[src/rtl/ow_rom_pkg.sv]
package ow_rom_pkg;

  typedef enum logic [2:0] {
    ST_CMD,
    ST_READ,
    ST_MATCH,
    ST_SEARCH,
    ST_GRANT,
    ST_IDLE
  } ow_state_e;

  localparam logic [7:0] CMD_READ     = 8'h33;
  localparam logic [7:0] CMD_MATCH    = 8'h55;
  localparam logic [7:0] CMD_SEARCH   = 8'hF0;
  localparam logic [7:0] CMD_SKIP     = 8'hCC;
  localparam logic [7:0] CMD_OD_SKIP  = 8'h3C;
  localparam logic [7:0] CMD_OD_MATCH = 8'h69;

  localparam logic [7:0] CRC_POLY_REFL = 8'h8C;  // x^8+x^5+x^4+1, reflected

  function automatic logic [7:0] crc8_body(input logic [55:0] body);
    logic [7:0] c;
    logic       fb;
    c = '0;
    for (int i = 0; i < 56; i++) begin
      fb = c[0] ^ body[i];
      c  = c >> 1;
      if (fb) c = c ^ CRC_POLY_REFL;
    end
    return c;
  endfunction

endpackage

[src/rtl/ow_cmd_rx.sv]
module ow_cmd_rx #(
  parameter int CMD_W = 8
) (
  input  logic             clk_i,
  input  logic             rst_ni,
  input  logic             clr_i,
  input  logic             bit_en_i,
  input  logic             bit_val_i,
  output logic             done_o,
  output logic [CMD_W-1:0] byte_o
);
  localparam int CNT_W = $clog2(CMD_W);
  localparam logic [CNT_W-1:0] CNT_LAST = CNT_W'(CMD_W - 1);

  logic [CMD_W-1:0] shreg_q;
  logic [CNT_W-1:0] cnt_q;

  // lsb first: newest bit enters at the top
  assign byte_o = {bit_val_i, shreg_q[CMD_W-1:1]};
  assign done_o = bit_en_i && (cnt_q == CNT_LAST);

  always_ff @(posedge clk_i or negedge rst_ni) begin
    if (!rst_ni) begin
      shreg_q <= '0;
      cnt_q   <= '0;
    end else if (clr_i) begin
      cnt_q   <= '0;
    end else if (bit_en_i) begin
      shreg_q <= byte_o;
      cnt_q   <= cnt_q + 1'b1;
    end
  end

endmodule

[src/rtl/ow_id_ptr.sv]
module ow_id_ptr #(
  parameter int              ID_W = 64,
  parameter logic [ID_W-1:0] ID   = '0
) (
  input  logic clk_i,
  input  logic rst_ni,
  input  logic clr_i,
  input  logic inc_i,
  output logic bit_o,
  output logic last_o
);
  localparam int IDX_W = $clog2(ID_W);
  localparam logic [IDX_W-1:0] IDX_LAST = IDX_W'(ID_W - 1);

  logic [IDX_W-1:0] idx_q;

  always_ff @(posedge clk_i or negedge rst_ni) begin
    if (!rst_ni)    idx_q <= '0;
    else if (clr_i) idx_q <= '0;
    else if (inc_i) idx_q <= idx_q + 1'b1;
  end

  assign bit_o  = ID[idx_q];
  assign last_o = (idx_q == IDX_LAST);

endmodule

[src/rtl/ow_rom_layer.sv]
module ow_rom_layer
  import ow_rom_pkg::*;
#(
  parameter logic [7:0]  FAMILY = 8'h0F,
  parameter logic [47:0] SERIAL = 48'h0000_0000_0001
) (
  input  logic clk_i,
  input  logic rst_ni,
  input  logic rst_det_i,
  input  logic rst_long_i,
  input  logic bit_rx_i,
  input  logic bit_val_i,
  input  logic slot_req_i,
  output logic bit_tx_o,
  output logic overdrive_o,
  output logic mem_en_o
);
  localparam int          FAM_W   = $bits(FAMILY);
  localparam int          SER_W   = $bits(SERIAL);
  localparam int          CHK_W   = 8;
  localparam int          ID_W    = FAM_W + SER_W + CHK_W;
  localparam int          CMD_W   = 8;
  localparam logic [55:0] ID_BODY = {SERIAL, FAMILY};
  localparam logic [7:0]  ID_CHK  = crc8_body(ID_BODY);
  localparam logic [ID_W-1:0] ID  = {ID_CHK, ID_BODY};

  ow_state_e  state_q;
  logic [1:0] phase_q;   // search: 0 true bit, 1 complement, 2 master choice
  logic       od_q;
  logic       odm_q;     // overdrive match in progress

  logic             cmd_en, cmd_done;
  logic [CMD_W-1:0] cmd_byte;
  logic             id_bit, id_last, id_inc;
  logic             bit_ok;

  assign cmd_en = bit_rx_i && !rst_det_i && (state_q == ST_CMD);
  assign bit_ok = (bit_val_i == id_bit);

  always_comb begin
    id_inc = 1'b0;
    unique case (state_q)
      ST_READ:   id_inc = slot_req_i;
      ST_MATCH:  id_inc = bit_rx_i && bit_ok;
      ST_SEARCH: id_inc = bit_rx_i && bit_ok && (phase_q == 2'd2);
      default:   id_inc = 1'b0;
    endcase
  end

  ow_cmd_rx #(.CMD_W(CMD_W)) u_cmd_rx (
    .clk_i     (clk_i),
    .rst_ni    (rst_ni),
    .clr_i     (rst_det_i),
    .bit_en_i  (cmd_en),
    .bit_val_i (bit_val_i),
    .done_o    (cmd_done),
    .byte_o    (cmd_byte)
  );

  ow_id_ptr #(.ID_W(ID_W), .ID(ID)) u_id_ptr (
    .clk_i  (clk_i),
    .rst_ni (rst_ni),
    .clr_i  (rst_det_i),
    .inc_i  (id_inc && !rst_det_i),
    .bit_o  (id_bit),
    .last_o (id_last)
  );

  always_ff @(posedge clk_i or negedge rst_ni) begin
    if (!rst_ni) begin
      state_q <= ST_CMD;
      phase_q <= 2'd0;
      od_q    <= 1'b0;
      odm_q   <= 1'b0;
    end else if (rst_det_i) begin
      state_q <= ST_CMD;
      phase_q <= 2'd0;
      odm_q   <= 1'b0;
      if (rst_long_i) od_q <= 1'b0;
    end else begin
      unique case (state_q)
        ST_CMD: if (cmd_done) begin
          unique case (cmd_byte)
            CMD_READ:     state_q <= ST_READ;
            CMD_MATCH:    state_q <= ST_MATCH;
            CMD_SEARCH: begin
              state_q <= ST_SEARCH;
              phase_q <= 2'd0;
            end
            CMD_SKIP:     state_q <= ST_GRANT;
            CMD_OD_SKIP: begin
              state_q <= ST_GRANT;
              od_q    <= 1'b1;
            end
            CMD_OD_MATCH: begin
              // address bits already arrive at high speed
              state_q <= ST_MATCH;
              od_q    <= 1'b1;
              odm_q   <= 1'b1;
            end
            default:      state_q <= ST_IDLE;
          endcase
        end
        ST_READ: if (slot_req_i && id_last) state_q <= ST_GRANT;
        ST_MATCH: if (bit_rx_i) begin
          if (!bit_ok) begin
            state_q <= ST_IDLE;
            if (odm_q) od_q <= 1'b0;
          end else if (id_last) begin
            state_q <= ST_GRANT;
          end
        end
        ST_SEARCH: begin
          unique case (phase_q)
            2'd0: if (slot_req_i) phase_q <= 2'd1;
            2'd1: if (slot_req_i) phase_q <= 2'd2;
            default: if (bit_rx_i) begin
              phase_q <= 2'd0;
              if (!bit_ok)      state_q <= ST_IDLE;
              else if (id_last) state_q <= ST_GRANT;
            end
          endcase
        end
        default: state_q <= state_q;
      endcase
    end
  end

  always_comb begin
    bit_tx_o = 1'b1;
    if (state_q == ST_READ) begin
      bit_tx_o = id_bit;
    end else if (state_q == ST_SEARCH) begin
      if (phase_q == 2'd0)      bit_tx_o = id_bit;
      else if (phase_q == 2'd1) bit_tx_o = ~id_bit;
    end
  end

  assign overdrive_o = od_q;
  assign mem_en_o    = (state_q == ST_GRANT);

endmodule

[config.mk]
export PLATFORM = sky130hd
export DESIGN_NAME = ow_rom_layer
export DESIGN_NICKNAME = d
export VERILOG_FILES = /design/src/rtl/ow_rom_pkg.sv /design/src/rtl/ow_cmd_rx.sv /design/src/rtl/ow_id_ptr.sv /design/src/rtl/ow_rom_layer.sv
export SDC_FILE = /design/constraint.sdc
export NUM_CORES = 1
export LEC_CHECK = 0
export BUFFER_PORTS_ARGS = -buffer_cell sky130_fd_sc_hd__buf_2
export CORE_UTILIZATION = 29
export DETAILED_ROUTE_END_ITERATION = 8
export PLACE_DENSITY = 0.45
export SLEW_MARGIN = 20
export SYNTH_ARGS = -nofsm -noshare
export SYNTH_HDL_FRONTEND = slang
export SYNTH_SLANG_ARGS = --single-unit
export TNS_END_PERCENT = 10
[constraint.sdc]
create_clock -name clk_i -period 2.01 [get_ports clk_i]
set_clock_uncertainty 0.15 [all_clocks]
set_input_delay 0 -clock clk_i [delete_from_list [all_inputs] [get_ports clk_i]]
set_output_delay 0 -clock clk_i [all_outputs]
set_load 0.02 [all_outputs]
==> After elaboration in Yosys (flattened, before gate mapping) <==
Memories as Yosys holds them, arrays and structs flattened.
Index checks and enable logic that the tools add are counted.
{ "word_totals": {"regBits": 24, "latch_bits": 0, "mem_bits_rw": 0, "mem_bits_ro": 64, "output_inout_bits": 3, "elab_cells": 106, "memories": 1} }
{ "classes": {"add_sub_neg": 2, "n_mul": 0, "n_div": 0, "magnitude_cmp": 1, "n_eq_ne": 27, "shifts": 0, "mux": 39, "bitwise": 2, "reduce_logical": 27} }
{ "mem_list": {"columns": ["memory", "words", "word_bits", "rd", "rd_ports_with_merged_regs", "wr", "line", "source"], "rows": [
  ["(no name shown)", 64, 1, 1, 0, 0, "ow_id_ptr.sv:23", "assign bit_o = ID[idx_q];"]
]} }
{ "op_table": {"columns": ["operator", "count"], "rows": [
  ["3-bit two-way mux", 9],
  ["3-bit case mux with 4 select lines", 2],
  ["3-bit inequality test, second input constant", 7],
  ["8-bit by 6-bit == test with 1-bit output, second input constant", 2],
  ["8-bit by 7-bit == test with 1-bit output, second input constant", 2],
  ["8-bit == test, second input constant", 2],
  ["1-bit two-way mux", 16],
  ["2-bit two-way mux", 6],
  ["6-bit two-way mux", 2],
  ["2-bit nonzero test", 5],
  ["4-bit inequality test, second input constant", 2],
  ["2-bit case mux with 2 select lines", 2],
  ["2-bit OR reduction", 4],
  ["1-bit logical AND", 7],
  ["6-bit by 7-bit less-than comparator with 1-bit output, second input constant", 1],
  ["7-bit AND reduction", 1],
  ["6-bit by 1-bit adder with 6-bit output, second input constant", 1],
  ["3-bit by 2-bit == test with 1-bit output, second input constant", 2],
  ["3-bit == test, second input constant", 2],
  ["6-bit == test, second input constant", 1],
  ["6-bit AND reduction", 1],
  ["3-bit nonzero test", 2],
  ["5-bit by 3-bit inequality test with 1-bit output, second input constant", 1],
  ["5-bit nonzero test", 1],
  ["16 further kinds", 17]
]} }

==> Longest topological paths before layout <==
Gate-level depths: netlist of the first run.
{ "depth": {"word_depth": 9, "depth_mapped": 7, "depth_no_buf": 7} }

==> Modules after synthesis <==
Synthesis of the first run repeated with hierarchy kept, for this count alone.
{ "hier_totals": {"hier_cells": 152, "area_unflattened_um2": 1560.2} }
{ "by_module_without_submodules": {"columns": ["module", "n_inst", "cells_each", "area_per_inst_um2", "seq_area_each_um2"], "rows": [
  ["ow_rom_layer", 1, 88, 779.5, 175.2],
  ["ow_cmd_rx", 1, 29, 455.4, 250.2],
  ["ow_id_ptr", 1, 35, 325.3, 150.1]
]} }

==> Worst setup path before layout of the first run <==
Ideal clock, no wire load.
{ "synth_timing": {"kind": "register to register", "startpoint": "reg u_id_ptr.idx_q[0]", "endpoint": "reg u_id_ptr.idx_q[0]", "setup_time_ps": 125, "arrival_time_ps": 1899, "t_required_ps": 1735, "path_slack_ps": -164, "path_stages_with_launch": 8, "period_less_slack_ps": 2174, "path_cell_list": "dfrtp_1 -> inv_1 -> ha_1 -> nand2b_1 -> a22oi_4 -> mux2i_4 -> and2_4 -> mux2_4"} }
{ "synth_via": {"elab_chain_cells": 8} }
{ "synth_lines": {"columns": ["element", "line", "source"], "rows": [
  ["start, declared", "ow_id_ptr.sv:15", "logic [IDX_W-1:0] idx_q;"],
  ["start signal, assigned", "ow_id_ptr.sv:20", "else if (inc_i) idx_q <= idx_q + 1'b1;"],
  ["memory 64 x 1 bit", null, null],
  ["1-bit two-way mux (implied by the code)", "ow_id_ptr.sv:23", null],
  ["1-bit == test", "ow_rom_layer.sv:38", "assign bit_ok = (bit_val_i == id_bit);"],
  ["1-bit logical AND", "ow_rom_layer.sv:44, ow_rom_layer.sv:45", null],
  ["1-bit logical AND", "ow_rom_layer.sv:45", "ST_SEARCH: id_inc = bit_rx_i && bit_ok && (phase_q == 2'd2);"],
  ["1-bit case mux with 3 select lines", "ow_rom_layer.sv:42", "unique case (state_q)"],
  ["1-bit logical AND", "ow_rom_layer.sv:64", ".inc_i (id_inc && !rst_det_i),"],
  ["2-bit nonzero test (no source line)", null, null]
]} }
Parallel ways exist; a longest one is shown, timed or not. The select of a mux whose other input is x is not followed.
A chain may end at the register's enable or synchronous reset.

==> Final worst setup path of the first run <==
{ "layout_timing": {"startpoint": "reg u_id_ptr.idx_q[1]", "endpoint": "reg u_id_ptr.idx_q[0]"} }
{ "layout_via": {"elab_chain_cells": 8} }
{ "layout_lines": {"columns": ["element", "line"], "rows": [
  ["memory 64 x 1 bit (*)", null],
  ["1-bit two-way mux (implied by the code) (*)", "ow_id_ptr.sv:23"],
  ["1-bit == test (*)", "ow_rom_layer.sv:38"],
  ["1-bit logical AND (*)", "ow_rom_layer.sv:44, ow_rom_layer.sv:45"],
  ["1-bit logical AND", "ow_rom_layer.sv:45"],
  ["1-bit case mux with 3 select lines (*)", "ow_rom_layer.sv:42"],
  ["1-bit logical AND (*)", "ow_rom_layer.sv:64"],
  ["2-bit nonzero test (no source line) (*)", null]
]} }
Mark *: on every way between the ends. The rest lies on a longest branch, timed or not. The select of a mux whose other input is x is not followed.

==> results of run 1 <==
layout make-up:
class                      instances  area (sq um)
clock buffer                       4         45.04
fill                             514          3147
inverter                          11         41.29
multi-input combinational        133          1010
sequential                        23         578.1
tap                               70         87.58
timing repair buffer              42         329.1
worst register-to-register path, cell delays in order (launching register included):
cell	delay, ps
dfrtp_1	400
inv_1	60
ha_2	170
nand2b_4	140
a22oi_4	220
buf_12	150
mux2i_4	250
and2_4	180
mux2_4	280
metal layers:
layer,GRT usage [%],routed length (microns),share of wire (%)
met5,0,0,0
met4,4.231,41,1.0
met3,1.786,58,1.5
met2,24.73,2030,51
met1,17.98,1860,47
stage by stage:
stage / hold slack, ps / TNS, ps / std cells / instance area (sq um) / util [%]
detailed placement: -119.4 / -235.2 / 272 / 1914 / 36.55
global placement: -117.2 / -6.488 / 272 / 1914 / 36.55
floorplan: -445.6 / -198.4 / 175 / 1630 / -
finish: 55.02 / -303.9 / 283 / 2091 / 39.92
CTS: 27.22 / -397.4 / 283 / 2071 / 39.54
global route: 60.66 / -1011 / 283 / 2091 / 39.92
cell usage in the layout, fill, tap and decap left out, types with 5 or more instances in the layout:
| cell type | Yosys | layout |
|---|---|---|
| nand2_1 | 20 | 20 |
| nor2_1 | 15 | 15 |
| inv_1 | 11 | 10 |
| buf_4 | 0 | 26 |
| nand4_1 | 6 | 6 |
| a21oi_1 | 8 | 6 |
| dfrtp_1 | 23 | 21 |
| buf_2 | 5 | 8 |
| mux2_2 | 11 | 11 |
| o21ai_0 | 7 | 5 |
registers in the layout, indices dropped and copies added (netlist names):
name	cells
odm_q	1
overdrive_o	1
phase_q	2
state_q	3
u_cmd_rx.cnt_q	3
u_cmd_rx.shreg_q	7
u_id_ptr.idx_q	6
what timing repair did:
action / in CTS / in global routing
buffers inserted: 3 / 0
gates cloned: 0 / 0
pin swaps: 4 / 4
hold buffers: 4 / 0
gates resized for setup: 10 / 8
setup endpoints to repair: 8 / 13
endpoints found under the hold margin: 29 / 0
kinds of logic (layout without fill, tap and decap cells):
group | after synthesis | after routing | synth area share (%)
compound gates | 40 | 40 | 19.23
xor+xnor | 3 | 3 | 1.622
fa+ha+maj | 5 | 5 | 3.861
buf+inv | 19 | 57 | 5.251
flops | 23 | 23 | 35.52
mux | 17 | 17 | 12.43
simple gates | 68 | 68 | 22.09
final timing paths:
check	start	endpoint	slack, ps	cells past startpoint
setup / recovery	u_id_ptr.idx_q[1]$_DFFE_PN0P_	u_id_ptr.idx_q[0]$_DFFE_PN0P_	-100	8
hold reg to reg	odm_q$_DFFE_PN0P_	odm_q$_DFFE_PN0P_	380	2
hold / removal	bit_val_i	u_cmd_rx.shreg_q[7]$_DFFE_PN0P_	60	2
setup reg to reg	u_id_ptr.idx_q[1]$_DFFE_PN0P_	u_id_ptr.idx_q[0]$_DFFE_PN0P_	-100	8
max in group asynchronous	rst_ni	u_cmd_rx.shreg_q[5]$_DFFE_PN0P_	1190	2
min in group asynchronous	rst_ni	phase_q[0]$_DFFE_PN0P_	110	2
where the power goes:
part / switching, mW / total [mW] / internal [mW]
clock network: 0.148 / 0.289 / 0.141
registers: 0.156 / 0.737 / 0.581
logic: 0.447 / 0.976 / 0.529
==> summary.md, run 1 <==
| Metric | Value |
|---|---|
| DR WL/cell | `14.10 microns` |
| Family with the most delay on the worst path | `multiplexers` |
| Flops & latches, synth | `23` |
| Final Setup Violations | `4` |
| Max Clk Rate | `473.5 MHz` |
| Clock Tree Buf Depth | `2` |
| YS warnings | `0` |
| Die width | `76.75 microns` |
| First-pass GRT wire length | `6768 microns` |
| Port Buffers | `9` |
| Final worst-path cycle share | `105.1%` |
| Gr ovfl total | `0` |
| CP endpoint kind | `flop` |
| Layout cell share with drive strength beyond 1 | `35.68%` |
| Synth cell count leaders | `dfrtp_1, nand2_1, nor2_1` |
| Total GRT Usage | `14.14%` |
| Yosys top cell area share | `35.52%` |
| CTS tree | `done` |
| Die ar. | `5890 sq um` |
| Pwr/cell area | `957.7 nW/um^2` |
| DRC viols | `0` |
| Iteration-0 DRC Markers | `59` |
| Syn avg cell area | `9.259 sq um` |
| Fin worst setup slack | `-102.0 ps` |
| DRT Pass-1 Iters | `4` |
| Critical Path AT | `2120 ps` |
| Setup crit start kind | `flop` |
| Initial antenna violation count | `0` |
| TritonCTS Sinks | `23` |
| Top Ports | `10` |
| Worst-path fanout max | `4` |
| Slowest cell on crit path | `dfrtp_1` |
| Req. time, crit path | `2020 ps` |
| Max stage delay on crit path | `400 ps` |
| Setup WS pre-CTS | `-99.17 ps` |
| Tightest Hold Check Type | `in -> reg` |
| Site Rows | `26` |
| Via/cell ratio | `5.145` |
| Clk slew on worst S/H paths | `80 ps` |
| RSZ-0062 raised after global routing | `yes` |
| Worst slew pin tran | `564.3 ps` |
| Clk_lat worst skew | `260 ps` |
| Via count of the routed design | `1456` |
| Netlist Area Pre-Place | `1620 sq um` |
| Initial Utilization | `30.94%` |
| Maxcap violations | `0` |
| Antenna-violating nets left | `0` |
| Prevailing post-synth register cell | `dfrtp_1` |
| Sequential-to-total area share from yosys stat | `35.52%` |
| Largest net degree at the start of global routing | `24` |
| Minimum clock period | `2112 ps` |
| Root Buffer | `clkbuf_8` |
| Num CTS Buffers | `3` |
| Outcome | `finished with violations` |
| Crit-path cells | `inv_1, ha_2, nand2b_4, a22oi_4, buf_12, mux2i_4, and2_4, mux2_4` |
| Syn nets | `187` |
| Diodes inserted | `0` |
| Post-Synthesis Cells | `175` |
| Vias in the first global route | `1434` |
| Count of pins over their slew limit | `0` |
| Failing checks | `setup timing` |
| Final WL | `3991 microns` |
| Synth cell types | `47` |
| Fin nets | `226` |
| Post-synth EDFFs | `0` |
| Gpl congestion | `0.7583` |
| Slew margin rel. | `62.38%` |
| Layout area overhead | `29.04%` |
| Asr flop ratio synth | `100.0%` |
| Final Hold Viols | `0` |
| Die Y | `76.75 microns` |
| Main area contributors after synthesis | `dfrtp_1, mux2_2, nand2_1, ha_1, nor2_1` |
| Count leader, synth | `dfrtp_1` |
| P_leak | `0.8949 nW` |
| CTS HTree Levels | `1` |
| Buf+Inv Stages, Crit Path | `2` |
| Kind of critical path | `reg -> reg` |
| Core Region | `5238 sq um` |
| Total Power | `2.002 mW` |
| Post-DP HPWL | `2890 microns` |
| Cell taking the most area after synthesis | `dfrtp_1` |
| Worst VDD drop | `0.5045 mV` |
(Power assumes the default switching activity.)
==> run 2, diff against run 1 <==
--- a/config.mk
+++ b/config.mk
@@ -8,7 +8,7 @@
 export BUFFER_PORTS_ARGS = -buffer_cell sky130_fd_sc_hd__buf_2
 export CORE_UTILIZATION = 29
 export DETAILED_ROUTE_END_ITERATION = 8
-export PLACE_DENSITY = 0.45
+export PLACE_DENSITY = 0.43
 export SLEW_MARGIN = 20
 export SYNTH_ARGS = -nofsm -noshare
 export SYNTH_HDL_FRONTEND = slang
==> constraint.sdc (replaced) <==
create_clock -name clk_i -period 2.5 [get_ports clk_i]
set_clock_uncertainty 0.15 [all_clocks]
set_input_delay 0 -clock clk_i [delete_from_list [all_inputs] [get_ports clk_i]]
set_output_delay 0 -clock clk_i [all_outputs]
set_load 0.02 [all_outputs]
==> run 2 against run 1 <==
Compared with the run above: the run now ends clean; hold slack worse by 35 ps; critical path type unchanged; routed wire length shrank 4.9%; global-route usage shrank 0.60 points; sequential share of layout area rose by 4.2 points; sequential cell count did not move; non-clock buffer count decreased by 27; largest power group is now registers; worst setup slack improved by 290 ps.
==> summary.md, run 2 (same netlist as run 1, synthesis figures left out) <==
| Metric | Value |
|---|---|
| Tightest Hold Check Type | `in -> reg` |
| Worst VDD drop | `0.3432 mV (-32%)` |
| Setup crit start kind | `flop` |
| Num CTS Buffers | `3 (unchanged)` |
| Initial antenna violation count | `0 (unchanged)` |
| Final WL | `3797 microns (-4.9%)` |
| Die ar. | `5890 sq um (unchanged)` |
| Placed cell count | `249 (-8.5%)` |
| DRC viols | `0 (unchanged)` |
| Site Rows | `26 (unchanged)` |
| Via count of the routed design | `1356 (-6.9%)` |
| Maxcap violations | `0 (unchanged)` |
| Setup WS pre-CTS | `231.2 ps (+330.4 ps)` |
| Fin util | `34.52% (-5.4 points)` |
| CP endpoint kind | `flop` |
| Slowest cell on crit path | `dfrtp_1` |
| Kind of critical path | `reg -> reg` |
| Clock Tree Buf Depth | `2 (unchanged)` |
| Layout area overhead | `11.58%` |
| Clk slew on worst S/H paths | `90 ps (about the same)` |
| Die width | `76.75 microns (unchanged)` |
| Final Hold Viols | `0 (unchanged)` |
| Slew margin rel. | `63.03% (+0.65 points)` |
| Most common cell after layout, fill and taps aside | `dfrtp_1` |
| Max reg flops | `7 (unchanged)` |
| Gpl congestion | `0.8040 (+6.0%)` |
| Clk_lat worst skew | `270 ps (about the same)` |
| Fillers | `553 (+7.6%)` |
| Total GRT Usage | `13.54% (-0.60 points)` |
| Crit-path cells | `inv_1, ha_1, nand2b_1, a22oi_4, xor2_1, a41o_1, mux2_2` |
| Number of setup buffers added after CTS | `0 (-3)` |
| Worst-path fanout max | `8 (+4)` |
| Vias in the first global route | `1369 (-4.5%)` |
| DR WL/cell | `14.83 microns (+5.2%)` |
| Initial Utilization | `30.94% (unchanged)` |
| Largest reg by FF count | `u_cmd_rx.shreg_q` |
| Multi-input logic area | `959.7 sq um (-5.0%)` |
| Post-Route M1 WL | `1690 microns (-9.1%)` |
| Cell Count, Final, Fillers Out | `256 (-9.5%)` |
| CTS tree | `done` |
| Antenna-violating nets left | `0 (unchanged)` |
| Iteration-0 DRC Markers | `27 (-54%)` |
| P_leak | `0.7462 nW (-17%)` |
| Final Setup Violations | `0 (-4)` |
| CTS HTree Levels | `1 (unchanged)` |
| First-pass GRT wire length | `6437 microns (-4.9%)` |
| Req. time, crit path | `2510 ps (+490 ps)` |
| Setup TNS | `0 ps (+303.9 ps)` |
| Largest net degree at the start of global routing | `26 (+8.3%)` |
| Max Clk Rate | `431.6 MHz (-8.8%)` |
| Post-DP HPWL | `2784 microns (-3.6%)` |
| Met3 routed wirelength | `73 microns (+26%)` |
| Layout cell share with drive strength beyond 1 | `20.43% (-15 points)` |
| Outcome | `completed` |
| Max stage delay on crit path | `500 ps (+100 ps)` |
| Port Buffers | `9 (unchanged)` |
| Core Region | `5238 sq um (unchanged)` |
| Via/cell ratio | `5.297 (+3.0%)` |
| Gr ovfl total | `0 (unchanged)` |
| Top routing layer in use | `met4` |
| Minimum clock period | `2317 ps (+205.0 ps)` |
| Largest regs | `u_cmd_rx.shreg_q x7, u_id_ptr.idx_q x6` |
| Root Buffer | `clkbuf_8` |
| DRT Pass-1 Iters | `4 (unchanged)` |
| Pwr/cell area | `776.0 nW/um^2 (-19%)` |
| Fin nets | `199 (-12%)` |
| Top Ports | `10 (unchanged)` |
| Fin worst setup slack | `183.0 ps (+285.0 ps)` |
| Diodes inserted | `0 (unchanged)` |
| Final worst-path cycle share | `92.68% (-12 points)` |
| Met2 routed WL | `1968 microns (-3.1%)` |
| Register area | `575.6 sq um (-0.43%)` |
| Commonest non-fill, non-tap cells in the layout | `dfrtp_1, nand2_1, nor2_1, inv_1, mux2_2` |
| Count of pins over their slew limit | `0 (unchanged)` |
| Die Y | `76.75 microns (unchanged)` |
| Worst slew pin tran | `554.6 ps (-9.735 ps)` |
| Critical Path AT | `2330 ps (+210 ps)` |
| RSZ-0062 raised after global routing | `no` |
| Total Power | `1.403 mW (-30%)` |
| TritonCTS Sinks | `23 (unchanged)` |
## run 2: changes by cell type in the layout (fill, tap and decap cells not counted), sizes merged
cell,delta
clkinv,+1
clkbuf,-1
dlygate4sd3,-1
buf,-26
## run 2: where the power goes
group          total, mW  internal [mW]  switching (mW)
Combinational      0.540          0.270           0.270
Sequential         0.622          0.464           0.158
Clock              0.241          0.111           0.129
## run 2: final cells by class
cell class	instances	area share (%)
Multi-Input combinational cell	133	53.08
Sequential cell	23	31.83
Timing Repair Buffer	15	5.398
Tap cell	70	4.844
Clock buffer	3	2.284
Inverter	11	2.284
Clock inverter	1	0.2768
## run 2: worst paths after layout
kind                       depth (start not counted)  slack (ps)                               to                          start
max reg2reg                                        7         180           state_q[0]$_DFFE_PN0P_  u_id_ptr.idx_q[0]$_DFFE_PN0P_
max                                                7         180           state_q[0]$_DFFE_PN0P_  u_id_ptr.idx_q[0]$_DFFE_PN0P_
min in group asynchronous                          2         100    u_id_ptr.idx_q[3]$_DFFE_PN0P_                         rst_ni
min reg2reg                                        2         370                odm_q$_DFFE_PN0P_              odm_q$_DFFE_PN0P_
min                                                2          20    u_cmd_rx.cnt_q[0]$_DFFE_PN0P_                      rst_det_i
max in group asynchronous                          2        1730  u_cmd_rx.shreg_q[4]$_DFFE_PN0P_                         rst_ni
## run 2: through the flow
step	hold slack [ps]	cell area, sq um
after floorplan	-445.6	1620
after global placement	-123.3	1732
after detailed placement	-119.1	1732
after CTS	12.21	1808
after global routing	39.50	1808
final	20.14	1808
## run 2: routing by layer
metal / track usage [%] / up-vias
li1: - / 665
met1: 15.37 / 666
met2: 25.62 / 15
met3: 1.905 / 10
met4: 4.423 / 0
met5: 0 / -
## run 2: critical path: cells and delay by family (launching register included)
family | cells | cell delay, ps
compound gates | 2 | 490
xor+xnor | 1 | 280
fa+ha+maj | 1 | 200
buf+inv | 1 | 100
flops | 1 | 500
mux | 1 | 320
simple gates | 1 | 170
## run 2: timing repair
action / CTS / global route
endpoints found under the hold margin: 26 / 0
hold buffers: 3 / 0
gates resized for setup: 0 / 0
==> run 3, diff against run 2 <==
--- a/config.mk
+++ b/config.mk
@@ -6,11 +6,13 @@
 export NUM_CORES = 1
 export LEC_CHECK = 0
 export BUFFER_PORTS_ARGS = -buffer_cell sky130_fd_sc_hd__buf_2
+export CORE_MARGIN = 4
 export CORE_UTILIZATION = 29
 export DETAILED_ROUTE_END_ITERATION = 8
 export PLACE_DENSITY = 0.43
 export SLEW_MARGIN = 20
 export SYNTH_ARGS = -nofsm -noshare
 export SYNTH_HDL_FRONTEND = slang
+export SYNTH_HIERARCHICAL = 1
 export SYNTH_SLANG_ARGS = --single-unit
 export TNS_END_PERCENT = 10
==> run 3 against run 2 <==
Compared with the run above: first-iteration DRC count grew 150%; cell area grew 1.2%; critical path type unchanged; sequential cell count is the same; global-route usage shrank 1.6 points.
==> summary.md, run 3 <==
| Metric | Value |
|---|---|
| Syn avg cell area | `10.26 sq um (+11%)` |
| Prevailing post-synth register cell | `dfrtp_1` |
| Fin util | `35.37% (+0.85 points)` |
| Post-Synthesis Cells | `152 (-13%)` |
| Kind of critical path | `reg -> reg` |
| Final Hold Viols | `0 (unchanged)` |
| Tightest Hold Check Type | `in -> reg` |
| Most common cell after layout, fill and taps aside | `dfrtp_1` |
| Max stage delay on crit path | `440 ps (-60 ps)` |
| Post-DP HPWL | `2620 microns (-5.9%)` |
| Port Buffers | `9 (unchanged)` |
| Synth cell types | `50 (+6.4%)` |
| Placed cell count | `231 (-7.2%)` |
| Top Ports | `10 (unchanged)` |
| Die ar. | `6618 sq um (+12%)` |
| Family with the most delay on the worst path | `compound AO/OA/AOI/OAI gates` |
| DRT Pass-1 Iters | `4 (unchanged)` |
| Max Clk Rate | `418.9 MHz (-2.9%)` |
| CP Depth | `10 (+3)` |
| Via count of the routed design | `1242 (-8.4%)` |
| Count leader, synth | `dfrtp_1` |
| YS warnings | `6 (+6)` |
| Layout area overhead | `17.24%` |
| Gpl congestion | `0.8474 (+5.4%)` |
| Site Rows | `26 (unchanged)` |
| Final Setup Violations | `0 (unchanged)` |
| Antenna-violating nets left | `0 (unchanged)` |
| Largest regs | `u_cmd_rx/shreg_q x7, u_id_ptr/idx_q x6` |
| Netlist Area Pre-Place | `1560 sq um (-3.7%)` |
| Core Region | `5172 sq um (-1.2%)` |
| TritonCTS Sinks | `23 (unchanged)` |
| Fin nets | `185 (-7.0%)` |
| Pwr/cell area | `529.3 nW/um^2 (-32%)` |
| CTS HTree Levels | `1 (unchanged)` |
| CTS tree | `done` |
| DR WL/cell | `15.14 microns (+2.1%)` |
| Fin worst setup slack | `113.0 ps (-70.00 ps)` |
| Clk_lat worst skew | `260 ps (about the same)` |
| Clock Tree Buf Depth | `2 (unchanged)` |
| Setup crit start kind | `flop` |
| Post-synth EDFFs | `0 (unchanged)` |
| Slew margin rel. | `63.54% (+0.52 points)` |
| Initial Utilization | `30.16% (-0.77 points)` |
| Layout cell share with drive strength beyond 1 | `27.17% (+6.7 points)` |
| Crit-path cells | `ha_2, nand2_1, o21ai_0, o21ai_1, buf_4, xor2_2, o2111ai_1, o31a_2, a2111oi_4, a32o_2` |
| Flops & latches, synth | `23 (unchanged)` |
| Yosys top cell area share | `36.89% (+1.4 points)` |
| Iteration-0 DRC Markers | `67 (+150%)` |
| Synth cell count leaders | `dfrtp_1, nor2_1, inv_1, o21ai_0` |
| Main area contributors after synthesis | `dfrtp_1, mux2_4, nor4bb_1, nor2_1, nand4bb_1` |
| Vias in the first global route | `1243 (-9.2%)` |
| Fillers | `533 (-3.6%)` |
| Syn nets | `163 (-13%)` |
| Worst slew pin tran | `546.9 ps (-7.728 ps)` |
| Slowest cell on crit path | `dfrtp_2` |
| Max reg flops | `7 (unchanged)` |
| Setup WS pre-CTS | `89.73 ps (-141.5 ps)` |
| Clk slew on worst S/H paths | `90 ps (about the same)` |
| Root Buffer | `clkbuf_8` |
| Num CTS Buffers | `3 (unchanged)` |
| Maxcap violations | `0 (unchanged)` |
| Worst hold stages | `3 (+1)` |
| Largest net degree at the start of global routing | `24 (-7.7%)` |
| Reg2Reg Depth | `10 (+3)` |
| Count of pins over their slew limit | `0 (unchanged)` |
| Initial antenna violation count | `0 (unchanged)` |
| Diodes inserted | `0 (unchanged)` |
| CP endpoint kind | `flop` |
| Total GRT Usage | `11.92% (-1.6 points)` |
| Gr ovfl total | `0 (unchanged)` |
| Via/cell ratio | `5.111 (-3.5%)` |
| Commonest non-fill, non-tap cells in the layout | `dfrtp_1, nor2_1, buf_4, buf_2, inv_1` |
| Buf+Inv Stages, Crit Path | `1 (unchanged)` |
| Critical Path AT | `2450 ps (+120 ps)` |
| Final hold slack | `35.45 ps (+15.31 ps)` |
| Minimum clock period | `2387 ps (+70.00 ps)` |
| Largest reg by FF count | `u_cmd_rx/shreg_q` |
| Die width | `81.35 microns (+6.0%)` |
| Outcome | `completed` |
| Req. time, crit path | `2560 ps (+50 ps)` |
| Die Y | `81.35 microns (+6.0%)` |
| Final WL | `3680 microns (-3.1%)` |
| Final worst-path cycle share | `95.48% (+2.8 points)` |
| Worst VDD drop | `0.1909 mV (-44%)` |
| Worst-path fanout max | `4 (-4)` |
| Sequential-to-total area share from yosys stat | `36.89% (+1.4 points)` |
| Cell taking the most area after synthesis | `dfrtp_1` |
| DRC viols | `0 (unchanged)` |
| Asr flop ratio synth | `100.0% (unchanged)` |
| First-pass GRT wire length | `6189 microns (-3.9%)` |
| P_leak | `0.7768 nW (+4.1%)` |
| Cell Count, Final, Fillers Out | `243 (-5.1%)` |
run 3: per-stage QoR:
| stage | cell area, sq um | total power, mW | TNS, ps |
|---|---|---|---|
| after CTS | 1753 | 0.9759 | 0 |
| after global routing | 1829 | 1.024 | -44.51 |
| final | 1829 | 0.9683 | 0 |
| after global placement | 1688 | 0.7265 | 0 |
| after detailed placement | 1688 | 0.7338 | 0 |
| after floorplan | 1564 | 0.6673 | 0 |
run 3: logic make-up (layout without fill, tap and decap cells):
logic type | after synthesis | count (layout) | share of synthesized area, %
muxes | 12 | 12 | 10.10
DFF | 23 | 23 | 36.89
adders and majority gates | 4 | 4 | 3.208
and+or+nand+nor | 59 | 59 | 25.58
xor gates and xnor gates | 7 | 7 | 3.930
AOI/OAI and AO/OA | 33 | 33 | 14.92
buffers and inverters | 14 | 35 | 5.372
run 3: path summary, 6_finish.rpt:
path | from | end | slack [ps]
setup reg to reg | u_id_ptr/idx_q[0]$_DFFE_PN0P_ | state_q[0]$_DFFE_PN0P_ | 110
setup / recovery | u_id_ptr/idx_q[0]$_DFFE_PN0P_ | state_q[0]$_DFFE_PN0P_ | 110
hold / removal | rst_det_i | u_id_ptr/idx_q[5]$_DFFE_PN0P_ | 40
hold reg to reg | u_cmd_rx/cnt_q[2]$_DFFE_PN0P_ | u_cmd_rx/cnt_q[2]$_DFFE_PN0P_ | 380
max in group asynchronous | rst_ni | u_id_ptr/idx_q[0]$_DFFE_PN0P_ | 1710
min in group asynchronous | rst_ni | u_cmd_rx/shreg_q[7]$_DFFE_PN0P_ | 100
run 3: final cells by class:
type / count / area (sq um) / share of cell area [%]
well taps: 70 / 87.58 / 4.788
flip-flops and latches: 23 / 576.8 / 31.53
inverters: 8 / 30.03 / 1.642
clock buffers: 4 / 45.04 / 2.462
multi-input cells: 115 / 934.6 / 51.09
repair buffers: 23 / 155.1 / 8.482
run 3: tightest hold or removal path, stage by stage:
cell     delay [ps]
buf_2           100
buf_4           240
a21oi_1          60
run 3: what timing repair did:
action                                 4_1_cts  5_1_grt
hold buffers                                 2        0
endpoints found under the hold margin       24        0
buffers inserted                             0        6
resized for setup                            0        5
setup endpoints to repair                    0        3
run 3: power breakdown:
part / switching, mW / internal (mW)
sequential: 0.101 / 0.419
clock: 0.121 / 0.114
combinational: 0.0661 / 0.147
total: 0.289 / 0.679
run 3: per-layer routing:
layer  track usage [%]  vias up  part of all wire, %
met5                 0        -                    0
met4             4.730        0                 0.65
met1             16.11      612                   49
met2             18.57       24                   46
met3             2.328        2                  4.2
li1                  -      604                    -
